<file path="src/rtl/vend_pkg.sv">
package vend_pkg;
  typedef enum logic [2:0] {
    ST_COLLECT = 3'd0,
    ST_READY   = 3'd1,
    ST_DISP    = 3'd2,
    ST_TAKE    = 3'd3,
    ST_STUCK   = 3'd4
  } vend_state_e;
endpackage

</file>
<file path="src/rtl/vend_sel_pick.sv">
module vend_sel_pick #(
  parameter int NUM_PROD = 3,
  localparam int PW = (NUM_PROD > 1) ? $clog2(NUM_PROD) : 1
) (
  input  logic [NUM_PROD-1:0] sel_i,
  output logic                valid_o,
  output logic [PW-1:0]       idx_o
);
  // lowest index wins: scan from the top so the lowest hit overwrites
  always_comb begin
    idx_o = '0;
    for (int i = NUM_PROD - 1; i >= 0; i--) begin
      if (sel_i[i]) idx_o = PW'(i);
    end
  end
  assign valid_o = |sel_i;
endmodule

</file>
<file path="src/rtl/vend_fsm.sv">
module vend_fsm
  import vend_pkg::*;
#(
  parameter int NUM_PROD = 3,
  parameter int PRICE    = 2,
  localparam int PW = (NUM_PROD > 1) ? $clog2(NUM_PROD) : 1,
  localparam int CW = $clog2(PRICE + 1)
) (
  input  logic          clk_i,
  input  logic          rst_ni,
  input  logic          coin_i,
  input  logic          sel_vld_i,
  input  logic [PW-1:0] sel_idx_i,
  input  logic          taken_i,
  input  logic          jam_i,
  input  logic          clear_i,
  output vend_state_e   state_o,
  output logic [PW-1:0] prod_o,
  output logic [CW-1:0] credit_o
);
  vend_state_e   state_q, state_d;
  logic [PW-1:0] prod_q, prod_d;
  logic [CW-1:0] credit_q, credit_d;

  always_comb begin
    state_d  = state_q;
    prod_d   = prod_q;
    credit_d = credit_q;
    if (jam_i) begin
      state_d  = ST_STUCK;
      credit_d = '0;
    end else begin
      unique case (state_q)
        ST_COLLECT: if (coin_i) begin
          credit_d = credit_q + 1'b1;
          if (credit_q + 1'b1 == CW'(PRICE)) state_d = ST_READY;
        end
        ST_READY: if (sel_vld_i) begin
          state_d  = ST_DISP;
          prod_d   = sel_idx_i;
          credit_d = '0;
        end
        ST_DISP:  state_d = ST_TAKE;
        ST_TAKE:  if (taken_i) state_d = ST_COLLECT;
        ST_STUCK: if (clear_i) begin
          state_d  = ST_COLLECT;
          credit_d = '0;
        end
        default: begin
          state_d  = ST_COLLECT;
          credit_d = '0;
        end
      endcase
    end
  end

  always_ff @(posedge clk_i or negedge rst_ni) begin
    if (!rst_ni) begin
      state_q  <= ST_COLLECT;
      prod_q   <= '0;
      credit_q <= '0;
    end else begin
      state_q  <= state_d;
      prod_q   <= prod_d;
      credit_q <= credit_d;
    end
  end

  assign state_o  = state_q;
  assign prod_o   = prod_q;
  assign credit_o = credit_q;


  jam_locks_chk: assert property (@(posedge clk_i) disable iff (!rst_ni)
    jam_i |=> (state_q == ST_STUCK && credit_q == '0));

  sel_dispenses_chk: assert property (@(posedge clk_i) disable iff (!rst_ni)
    (state_q == ST_READY && sel_vld_i && !jam_i) |=> (state_q == ST_DISP && prod_q == $past(sel_idx_i)));

  early_sel_chk: assert property (@(posedge clk_i) disable iff (!rst_ni)
    (state_q == ST_COLLECT && !coin_i && !jam_i) |=> (state_q == ST_COLLECT && $stable(credit_q)));

  take_return_chk: assert property (@(posedge clk_i) disable iff (!rst_ni)
    (state_q == ST_TAKE && taken_i && !jam_i) |=> (state_q == ST_COLLECT && credit_q == '0));

  clear_unlock_chk: assert property (@(posedge clk_i) disable iff (!rst_ni)
    (state_q == ST_STUCK && clear_i && !jam_i) |=> (state_q == ST_COLLECT && credit_q == '0));

  stuck_hold_chk: assert property (@(posedge clk_i) disable iff (!rst_ni)
    (state_q == ST_STUCK && !clear_i) |=> state_q == ST_STUCK);
endmodule

</file>
<file path="src/rtl/vend_out_dec.sv">
module vend_out_dec
  import vend_pkg::*;
#(
  parameter int NUM_PROD = 3,
  localparam int PW = (NUM_PROD > 1) ? $clog2(NUM_PROD) : 1
) (
  input  vend_state_e         state_i,
  input  logic [PW-1:0]       prod_i,
  output logic [NUM_PROD-1:0] dispense_o,
  output logic                ready_o,
  output logic                take_wait_o,
  output logic                locked_o
);
  for (genvar g = 0; g < NUM_PROD; g++) begin : g_disp
    assign dispense_o[g] = (state_i == ST_DISP) && (prod_i == PW'(g));
  end
  assign ready_o     = state_i == ST_READY;
  assign take_wait_o = state_i == ST_TAKE;
  assign locked_o    = state_i == ST_STUCK;
endmodule

</file>
<file path="src/rtl/vend_ctrl.sv">
module vend_ctrl
  import vend_pkg::*;
#(
  parameter int NUM_PROD = 3,
  parameter int PRICE    = 2,
  localparam int PW = (NUM_PROD > 1) ? $clog2(NUM_PROD) : 1,
  localparam int CW = $clog2(PRICE + 1)
) (
  input  logic                clk_i,
  input  logic                rst_ni,
  input  logic                coin_i,
  input  logic [NUM_PROD-1:0] sel_i,
  input  logic                taken_i,
  input  logic                jam_i,
  input  logic                clear_i,
  output logic [NUM_PROD-1:0] dispense_o,
  output logic [CW-1:0]       credit_o,
  output logic                ready_o,
  output logic                take_wait_o,
  output logic                locked_o
);
  logic          sel_vld;
  logic [PW-1:0] sel_idx;
  vend_state_e   state;
  logic [PW-1:0] prod;

  vend_sel_pick #(.NUM_PROD(NUM_PROD)) u_pick (
    .sel_i(sel_i), .valid_o(sel_vld), .idx_o(sel_idx)
  );

  vend_fsm #(.NUM_PROD(NUM_PROD), .PRICE(PRICE)) u_fsm (
    .clk_i(clk_i), .rst_ni(rst_ni), .coin_i(coin_i),
    .sel_vld_i(sel_vld), .sel_idx_i(sel_idx), .taken_i(taken_i),
    .jam_i(jam_i), .clear_i(clear_i),
    .state_o(state), .prod_o(prod), .credit_o(credit_o)
  );

  vend_out_dec #(.NUM_PROD(NUM_PROD)) u_out (
    .state_i(state), .prod_i(prod), .dispense_o(dispense_o),
    .ready_o(ready_o), .take_wait_o(take_wait_o), .locked_o(locked_o)
  );


  disp_pulse_chk: assert property (@(posedge clk_i) disable iff (!rst_ni)
    (dispense_o != '0) |=> (dispense_o == '0));

  disp_single_chk: assert property (@(posedge clk_i) disable iff (!rst_ni)
    $onehot0(dispense_o));
endmodule

</file>
<file path="config.mk">
export PLATFORM = sky130hd
export DESIGN_NAME = vend_ctrl
export DESIGN_NICKNAME = d
export VERILOG_FILES = /design/src/rtl/vend_pkg.sv /design/src/rtl/vend_sel_pick.sv /design/src/rtl/vend_fsm.sv /design/src/rtl/vend_out_dec.sv /design/src/rtl/vend_ctrl.sv
export SDC_FILE = /design/constraint.sdc
export NUM_CORES = 1
export LEC_CHECK = 0
export BUFFER_PORTS_ARGS = -buffer_cell sky130_fd_sc_hd__buf_2
export CAP_MARGIN = 5
export CELL_PAD_IN_SITES_DETAIL_PLACEMENT = 0
export CELL_PAD_IN_SITES_GLOBAL_PLACEMENT = 1
export CORE_MARGIN = 1
export CORE_UTILIZATION = 35
export DETAILED_ROUTE_END_ITERATION = 6
export PLACE_DENSITY_LB_ADDON = 0.12
export SLEW_MARGIN = 20
export SYNTH_ARGS = -nofsm -noshare
export SYNTH_HDL_FRONTEND = slang
export SYNTH_SLANG_ARGS = --single-unit
</file>
<file path="constraint.sdc">
create_clock -name clk_i -period 1.94 [get_ports clk_i]
set_clock_uncertainty 0.15 [all_clocks]
set_input_delay 0.194 -clock clk_i [delete_from_list [all_inputs] [get_ports clk_i]]
set_output_delay 0.194 -clock clk_i [all_outputs]
set_load 0.02 [all_outputs]
</file>
## Word-level counts from Yosys, hierarchy flattened

Index checks and enable logic that the tools add are counted.

| operators by class | value |
|---|---|
| add/sub/neg operators | 1 |
| eq/ne operators | 13 |
| muxes and demuxes | 15 |
| bitwise gates (word level) | 1 |
| reduce and logical (&&, ||, !) cells | 10 |

Operator list:

| kind | count |
|---|---|
| $mux W3 | 6 |
| $pmux W3 S5 | 1 |
| $mux W2 | 7 |
| $ne A3 B3 Y1 const B | 3 |
| $pmux W2 S4 | 1 |
| $eq A3 B2 Y1 const B | 2 |
| $ne A3 B2 Y1 const B | 2 |
| $reduce_and A5 Y1 | 1 |
| $eq A2 B2 Y1 const B | 2 |
| $reduce_and A4 Y1 | 1 |
| $eq A3 B1 Y1 const B | 1 |
| $eq A3 B3 Y1 const B | 1 |
| $logic_and A1 B1 Y1 | 3 |
| $logic_not A3 Y1 | 1 |
| $reduce_and A3 Y1 | 1 |
| $reduce_or A3 Y1 | 1 |
| $add A2 B1 Y2 const B | 1 |
| $eq A2 B1 Y1 const B | 1 |
| $logic_not A2 Y1 | 1 |
| $ne A2 B1 Y1 const B | 1 |
| $reduce_or A2 Y1 | 1 |
| $not A1 Y1 | 1 |

| storage, ports and cells | value |
|---|---|
| register bits | 7 |
| input port bits | 9 |
| output and inout bits | 8 |
| word-level logic and storage cells | 43 |

## Depth between registers and ports, before layout

Gate-level depths: netlist of run 1.

| logic depth | value |
|---|---|
| word-level depth | 6 |
| mapped depth | 5 |
| mapped depth without buffers | 5 |

## Modules after synthesis

Synthesis of run 1 repeated with hierarchy kept, for this count alone.

| unflattened totals | value |
|---|---|
| cell total of the unflattened synthesis | 45 |
| area, all modules | 473.0 µm² |

Modules (own cells, without submodules):

| module | instances | cells an instance | area an instance (µm²) | sequential area each (µm²) |
|---|---|---|---|---|
| vend_fsm | 1 | 34 | 374.1 | 175.2 |
| vend_out_dec | 1 | 8 | 78.8 | 0.0 |
| vend_sel_pick | 1 | 3 | 20.0 | 0.0 |

## Worst setup path before layout of run 1

Ideal clock, no wire load.

| timing | value |
|---|---|
| kind | register to output |
| start | reg u_fsm.state_q[2] (netlist: u_fsm.state_o[2]) |
| end | out dispense_o[1] |
| arrival time | 1.557 ns |
| data required time | 1.596 ns |
| path slack | 0.039 ns |
| cell stages (with the launch flop) | 4 |
| buffers on the path | 1 |
| path through | dfrtp_1 buf_6 or2b_1 nor4b_1 |

| on the way | value |
|---|---|
| cells in the longest elaborated chain, start to end | 2 |

RTL lines:

| item | RTL line | source |
|---|---|---|
| start, declared | vend_fsm.sv:21 | `vend_state_e state_q, state_d;` |
| start signal, assigned | vend_fsm.sv:63 | `state_q <= state_d;` |
| $eq A3 B2 Y1 | vend_out_dec.sv:15 | `assign dispense_o[g] = (state_i == ST_DISP) && (prod_i == PW'(g));` |
| $logic_and A1 B1 Y1 | vend_out_dec.sv:15 |  |
| end, declared | vend_ctrl.sv:16 | `output logic [NUM_PROD-1:0] dispense_o,` |

No other way between the ends.

## Worst setup path after layout of run 1

| timing | value |
|---|---|
| start | reg u_fsm.state_q[2] (netlist: u_fsm.state_o[2]) |
| end | out dispense_o[2] |

Same word-level chain as after synthesis.

==> results.yml, run 1 <==
pwr:
  ir_drop_mv: 0.400
  total_power_mw: 0.419
  powerDensity_nw_per_um2: 646
  intPower_mw: 0.288
  p_clk_share_pct: 33.4
  p_sw_mw: 0.132
  pwr-share-comb_pct: 22.3
  p_sw_share_pct: 31.4
  p_seq_share_pct: 44.3
  p_leak_nw: 0.296
yosys:
  synth_area_leaders: "dfrtp_1 34%, nor4b_1 6.7%, buf_6 6.5%"
  synthCells: 56
  yosysWarnings: 0
  synth-seq-cells: 7
  synth_area_leader_cell: "dfrtp_1"
  ys_types: 30
  syn-cell-area_um2: 522
  syn-mean-instance-area_um2: 9.32
  synth_top_area_share_pct: 33.6
  synth_seq_area_share_pct: 33.6
  synth_nets: 66
timing:
  worst_slack_ns: 0.113
  fin_tns_setup_ns: 0
  fmax_ghz: 0.547
  rsz0062_at_grt: "no"
  holdWs_ns: 0.0780
  setup_viol: 0
  worst_pin_slew_ns: 0.360
  relSlewSlack_pct: 75.7
  hold_violations: 0
  drv_slew: 0
  min_period_over_period_pct: 94.2
  fin_crit_ns: 1.83
clocking:
  cts_buffer_depth: 2
  numCtsBuffers: 3
  clock-root-buffer: "clkbuf_4"
  cts_sinks: 7
  postCtsSetupBuffers: 0
  htreeDepth: 1
  clk_pin_slew_ns: 0.06
  cts_tree: "yes"
  clkLatencyLatePin_ns: 0.26
job:
  drv_cap: 0
die:
  die_h_um: 40.6
  rows: 13
  dieWidth_um: 40.6
  io_pins: 17
  core_um2: 1350
  die-area_um2: 1650
  initial_core_util_pct: 38.6
critical_path:
  crit_slowest_cell: "dfrtp_2"
  start_kind: "register"
  crit_chain: "or2b_1, nor4b_1, buf_2"
  max_stage_delay_ns: 0.46
  cp_data_required_time_ns: 1.60
  r2r_start: "u_fsm.state_o[2]"
  worstSetupPathType: "register to output port"
  r2r_cells: 4
  cp_max_fo: 9
  worstReg2RegEnd: "u_fsm.state_o[0]"
  crit_arrival_ns: 1.48
  reg2reg_slack_ns: 0.32
  end_kind: "output port"
cells_and_area:
  drive_above_1_share_pct: 39.5
  nFillCells: 132
  final_util_pct: 48.1
  seqCellArea_um2: 178
  num_antenna_cells: 0
  area.growth.synth_to_final_pct: 24.5
  multi_input_area_um2: 304
  nets: 87
grt:
  overflow: 0
  grtUsageTotal_pct: 19.0
  grt_pass1_vias: 426
  antenna_found_initial: 0
  grt_start_max_net_pins: 12
  grt_pass1_wl_mm: 1.90
routing:
  wl_mm: 1.17
  final_antenna_net_count: 0
  drc_errors: 0
  dr.pass1.iters: 4
  vias_per_cell: 5.42
  vias: 493
  drt_iter0_drc: 8
  wl_per_cell_um: 12.9
worst_hold_path:
  holdCritStartpoint: "sel_i[2]"
  hold_end: "u_fsm.prod_o[1]"
  hp-class: "input port to register"
  whs_path_depth: 3
placement:
  gp_congestion: 0.682
  dp_slack_ns: 0.301
  hpwlAfterDp_um: 860
  io_buffers: 16
run_status:
  run_status: "complete, no violations"
flip-flops by register name (all words and copies together), names as in the netlist:
| register | count |
|---|---|
| u_fsm.state_o | 3 |
| u_fsm.credit_o | 2 |
| u_fsm.prod_o | 2 |
repair_timing:
action	4_1_cts	5_1_grt
hold buffers	2	0
hold endpoints to repair	8	0
endpoints found under the setup margin	0	2
gates resized for setup	0	3
layout by cell type (no fill, tap or decap), types with 2 or more instances in the layout:
| cell | n |
|---|---|
| a21oi_1 | 4 |
| dfrtp_2 | 2 |
| nor4b_2 | 2 |
| nand2_1 | 2 |
| o21ai_0 | 2 |
| buf_2 | 16 |
| clkbuf_4 | 3 |
| nand2b_1 | 2 |
| nor3b_1 | 2 |
| dfrtp_1 | 5 |
| nor4_1 | 2 |
| nor4b_1 | 3 |
| dlygate4sd3_1 | 2 |
| buf_4 | 2 |
| inv_1 | 2 |
| nor2_1 | 7 |
metrics by stage:
stage | cells | area, µm²
global placement | 85 | 594
global route | 91 | 649
floorplan | 56 | 522
finish | 91 | 649
detailed placement | 85 | 594
CTS | 91 | 641
layout make-up:
cell class | count | area share [%]
Clock buffer | 4 | 4.05
Inverter | 2 | 1.16
Multi-Input combinational cell | 43 | 46.8
Sequential cell | 7 | 27.4
Tap cell | 15 | 2.89
Timing Repair Buffer | 20 | 17.7
Yosys cell counts:
| cell type | count |
|---|---|
| a211o_1 | 1 |
| a211oi_1 | 1 |
| a21o_1 | 1 |
| a21oi_1 | 4 |
| a21oi_2 | 1 |
| and3b_1 | 1 |
| buf_4 | 1 |
| buf_6 | 3 |
| dfrtp_1 | 7 |
| ha_1 | 1 |
| inv_1 | 2 |
| mux2_2 | 1 |
| nand2_1 | 2 |
| nand2b_1 | 2 |
| nor2_1 | 7 |
| nor2b_1 | 1 |
| nor3_2 | 1 |
| nor3b_1 | 2 |
| nor4_1 | 2 |
| nor4b_1 | 4 |
| nor4b_2 | 1 |
| o21ai_0 | 2 |
| o21ai_1 | 1 |
| o22a_1 | 1 |
| o22ai_1 | 1 |
| o31ai_1 | 1 |
| or2_2 | 1 |
| or2b_1 | 1 |
| or4_4 | 1 |
| or4b_1 | 1 |
critical path: cells and delay by family (launching register included):
kind / cells / cell delay [ns]
flops: 1 / 0.46
buf+inv: 1 / 0.21
simple gates: 2 / 0.55
worst max-delay path by stage:
| stage | from | end | slack [ns] | cells past startpoint |
|---|---|---|---|---|
| after detailed placement | u_fsm.state_o[2] | u_fsm.state_o[0] | 0.30 | 4 |
| after global routing | u_fsm.state_o[2] | dispense_o[2] | 0.03 | 3 |
| final | u_fsm.state_o[2] | dispense_o[2] | 0.11 | 3 |
| after global placement | u_fsm.state_o[2] | u_fsm.state_o[0] | 0.29 | 4 |
| after floorplan | u_fsm.state_o[2] | dispense_o[1] | 0.04 | 3 |
| after CTS | u_fsm.state_o[1] | dispense_o[2] | 0.06 | 3 |
metal layers:
layer / up-vias / GRT usage (%) / part of all wire [%]
met1: 227 / 24.4 / 49
met5: - / 0 / 0
met3: 4 / 9.78 / 5.1
met4: 0 / 10.0 / 1.7
li1: 249 / - / -
met2: 13 / 25.4 / 44
cells by family (layout without fill, tap and decap cells):
logic type                 Yosys count  in the layout  share of synthesized area, %
AOI/OAI and AO/OA                   14             14                          17.3
muxes                                1              1                          2.16
buffers and inverters                6             26                          9.35
DFF                                  7              7                          33.6
adders and majority gates            1              1                          2.40
and+or+nand+nor                     27             27                          35.3
power groups by stage:
stage / Combinational (mW) / Clock [mW] / Sequential (mW)
CTS: 0.0943 / 0.145 / 0.184
floorplan: 0.0702 / 0 / 0.178
global route: 0.107 / 0.158 / 0.190
finish: 0.0937 / 0.140 / 0.186
global placement: 0.0919 / 0 / 0.186
detailed placement: 0.0911 / 0 / 0.186
Power figures use the tool's default switching activity.
==> run 2: changes to the inputs <==
--- a/config.mk
+++ b/config.mk
@@ -5,12 +5,13 @@
 export SDC_FILE = /design/constraint.sdc
 export NUM_CORES = 1
 export LEC_CHECK = 0
+export ABC_AREA = 1
 export BUFFER_PORTS_ARGS = -buffer_cell sky130_fd_sc_hd__buf_2
 export CAP_MARGIN = 5
 export CELL_PAD_IN_SITES_DETAIL_PLACEMENT = 0
 export CELL_PAD_IN_SITES_GLOBAL_PLACEMENT = 1
 export CORE_MARGIN = 1
-export CORE_UTILIZATION = 35
+export CORE_UTILIZATION = 31
 export DETAILED_ROUTE_END_ITERATION = 6
 export PLACE_DENSITY_LB_ADDON = 0.12
 export SLEW_MARGIN = 20
==> run 2 against run 1 <==
Setup slack better by 0.17 ns. Routed wire length is 17% lower. Area after synthesis is 9.4% lower. Sequential cell count stayed put. Largest power group unchanged.
==> results.yml, run 2 <==
run_status:
  run_status: "complete, no violations"
clocking:
  clk_pin_slew_ns: 0.05
  htreeDepth: 1
  cts_sinks: 7
  cts_tree: "yes"
  cts_buffer_depth: 2
  postCtsSetupBuffers: 0
  clkLatencyLatePin_ns: 0.24
  clock-root-buffer: "clkbuf_4"
  numCtsBuffers: 3
  postCtsResizedCells: 0
yosys:
  synth_edf_count: 0
  synth_nets: 78
  synth_flop_cell: "dfrtp_1"
  yosysWarnings: 0
  yosysMostFrequentCell: "nand2_1"
  ys_types: 16
  synth_top_area_share_pct: 37.0
  yosys-top-cells-count: "15 x nand2_1, 12 x inv_1, 7 x dfrtp_1"
  synth-seq-cells: 7
  synth_area_leader_cell: "dfrtp_1"
  synthCells: 68
  synth_area_leaders: "dfrtp_1 37%, nand2_1 12%, inv_1 9.5%"
  syn-cell-area_um2: 473
  async_flop_share_pct: 100
  syn-mean-instance-area_um2: 6.96
  synth_seq_area_share_pct: 37.0
job:
  drv_cap: 0
critical_path:
  max_stage_delay_ns: 0.45
  reg2reg_slack_ns: 0.55
  r2r_start: "u_fsm.state_o[2]"
  start_kind: "register"
  end_kind: "output port"
  timing.critical_path.to: "dispense_o[1]"
  cp_max_fo: 7
  path_buf_inv: 1
  critPathTopFamily: "flip-flops"
  crit_start: "u_fsm.state_o[2]"
  crit_chain: "nor2_1, nand2_1, nor3_1, buf_2"
  worstSetupPathType: "register to output port"
  crit_slowest_cell: "dfrtp_1"
  worstReg2RegEnd: "u_fsm.prod_o[1]"
  cp_data_required_time_ns: 1.60
  r2r_cells: 5
  path_depth: 4
  crit_arrival_ns: 1.31
cells_and_area:
  drive_above_1_share_pct: 32.6
  fin_area_um2: 608
  nFillCells: 162
  largest_reg_flops: 3
  multi_input_area_um2: 249
  seqCellArea_um2: 175
  layout_common_cells: "16 x buf_2, 15 x nand2_1, 12 x inv_1, 7 x dfrtp_1, 6 x nor2_1"
  nets: 100
  layout_commonest_cell: "buf_2"
  area.growth.synth_to_final_pct: 28.6
  num_antenna_cells: 0
die:
  io_pins: 17
  die_h_um: 41.1
  rows: 13
  dieWidth_um: 41.1
  die-area_um2: 1690
  core_um2: 1370
  initial_core_util_pct: 34.6
timing:
  fmax_ghz: 0.605
  setup_viol: 0
  worst_slack_ns: 0.288
  relSlewSlack_pct: 83.7
  hold_violations: 0
  rsz0062_at_grt: "no"
  worst_pin_slew_ns: 0.243
  min_period_over_period_pct: 85.2
  drv_slew: 0
  fin_crit_ns: 1.65
  fin_tns_setup_ns: 0
worst_hold_path:
  hp-class: "input port to register"
grt:
  grt_start_max_net_pins: 8
  antenna_found_initial: 0
  grt_pass1_vias: 389
  overflow: 0
  grt_pass1_wl_mm: 1.46
  grtUsageTotal_pct: 14.3
placement:
  placed_area_um2: 572
  gp_congestion: 0.706
  hpwlAfterDp_um: 844
  dp_slack_ns: 0.533
  io_buffers: 16
routing:
  wl_um: 969
  vias: 499
  drc_errors: 0
  dr.pass1.iters: 4
  vias_per_cell: 4.80
  drt_iter0_drc: 12
  final_antenna_net_count: 0
  wl_per_cell_um: 9.32
pwr:
  ir_drop_mv: 0.423
  p_leak_nw: 0.342
  powerDensity_nw_per_um2: 730
-- run 2: changes by cell type after synthesis, moves of 4 or more --
cell | previous run | this run
nor4b_1 | 4 | 0
nand3_1 | 0 | 4
nand2_1 | 2 | 15
nand4_1 | 0 | 4
nor3_1 | 0 | 4
inv_1 | 2 | 12
nand2_2 | 0 | 4
-- run 2: cells by family (layout without fill, tap and decap cells) --
kind of cell / count (synthesis) / count (layout) / synth area share (%)
and+or+nand+nor: 42 / 42 / 44.7
adders and majority gates: 1 / 1 / 2.65
DFF: 7 / 7 / 37.0
AOI/OAI and AO/OA: 5 / 5 / 5.29
buffers and inverters: 13 / 34 / 10.3
-- run 2: metal layers --
layer | routed length (µm) | track usage [%] | up-vias
met2 | 402 | 18.8 | 15
met1 | 514 | 19.0 | 218
met5 | 0 | 0 | -
met4 | 0 | 10.0 | 0
met3 | 52 | 4.89 | 0
li1 | - | - | 266
-- run 2: cell type report --
cell class	count	share of cell area [%]
clock buffer	4	4.32
timing repair buffer	17	14.8
inverter	13	8.02
multi-input combinational	48	40.9
sequential	7	28.8
tap	15	3.09
-- run 2: worst min-delay path: stages --
cell     delay, ns
buf_2         0.08
nand3_1       0.07
o21ai_0       0.09
-- run 2: through the flow --
| stage | util [%] | hold WS, ns | std cells | power, mW |
|---|---|---|---|---|
| floorplan | - | -0.252 | 68 | 0.280 |
| global placement | 41.8 | -0.118 | 99 | 0.325 |
| detailed placement | 41.8 | -0.118 | 99 | 0.321 |
| CTS | 44.5 | 0.0856 | 104 | 0.454 |
| global route | 44.5 | 0.0965 | 104 | 0.487 |
| finish | 44.5 | 0.0925 | 104 | 0.444 |
-- run 2: worst min-delay path by stage --
| stage | start | to | slack (ns) | cells past startpoint |
|---|---|---|---|---|
| floorplan | rst_ni | u_fsm.credit_o[0] | -0.25 | 0 |
| global placement | rst_ni | u_fsm.credit_o[1] | -0.12 | 1 |
| detailed placement | rst_ni | u_fsm.credit_o[1] | -0.12 | 1 |
| CTS | sel_i[1] | u_fsm.prod_o[0] | 0.09 | 3 |
| global route | sel_i[1] | u_fsm.prod_o[0] | 0.1 | 3 |
| finish | sel_i[1] | u_fsm.prod_o[0] | 0.09 | 3 |
-- run 2: what timing repair did --
item                                   in CTS  in global routing
hold buffers                                1                  0
setup endpoints to repair                   0                  0
endpoints found under the hold margin       7                  0
-- run 2: report_power, final --
group | internal (mW) | switching (mW)
clock | 0.0780 | 0.0467
combinational | 0.0437 | 0.0773
sequential | 0.173 | 0.0250
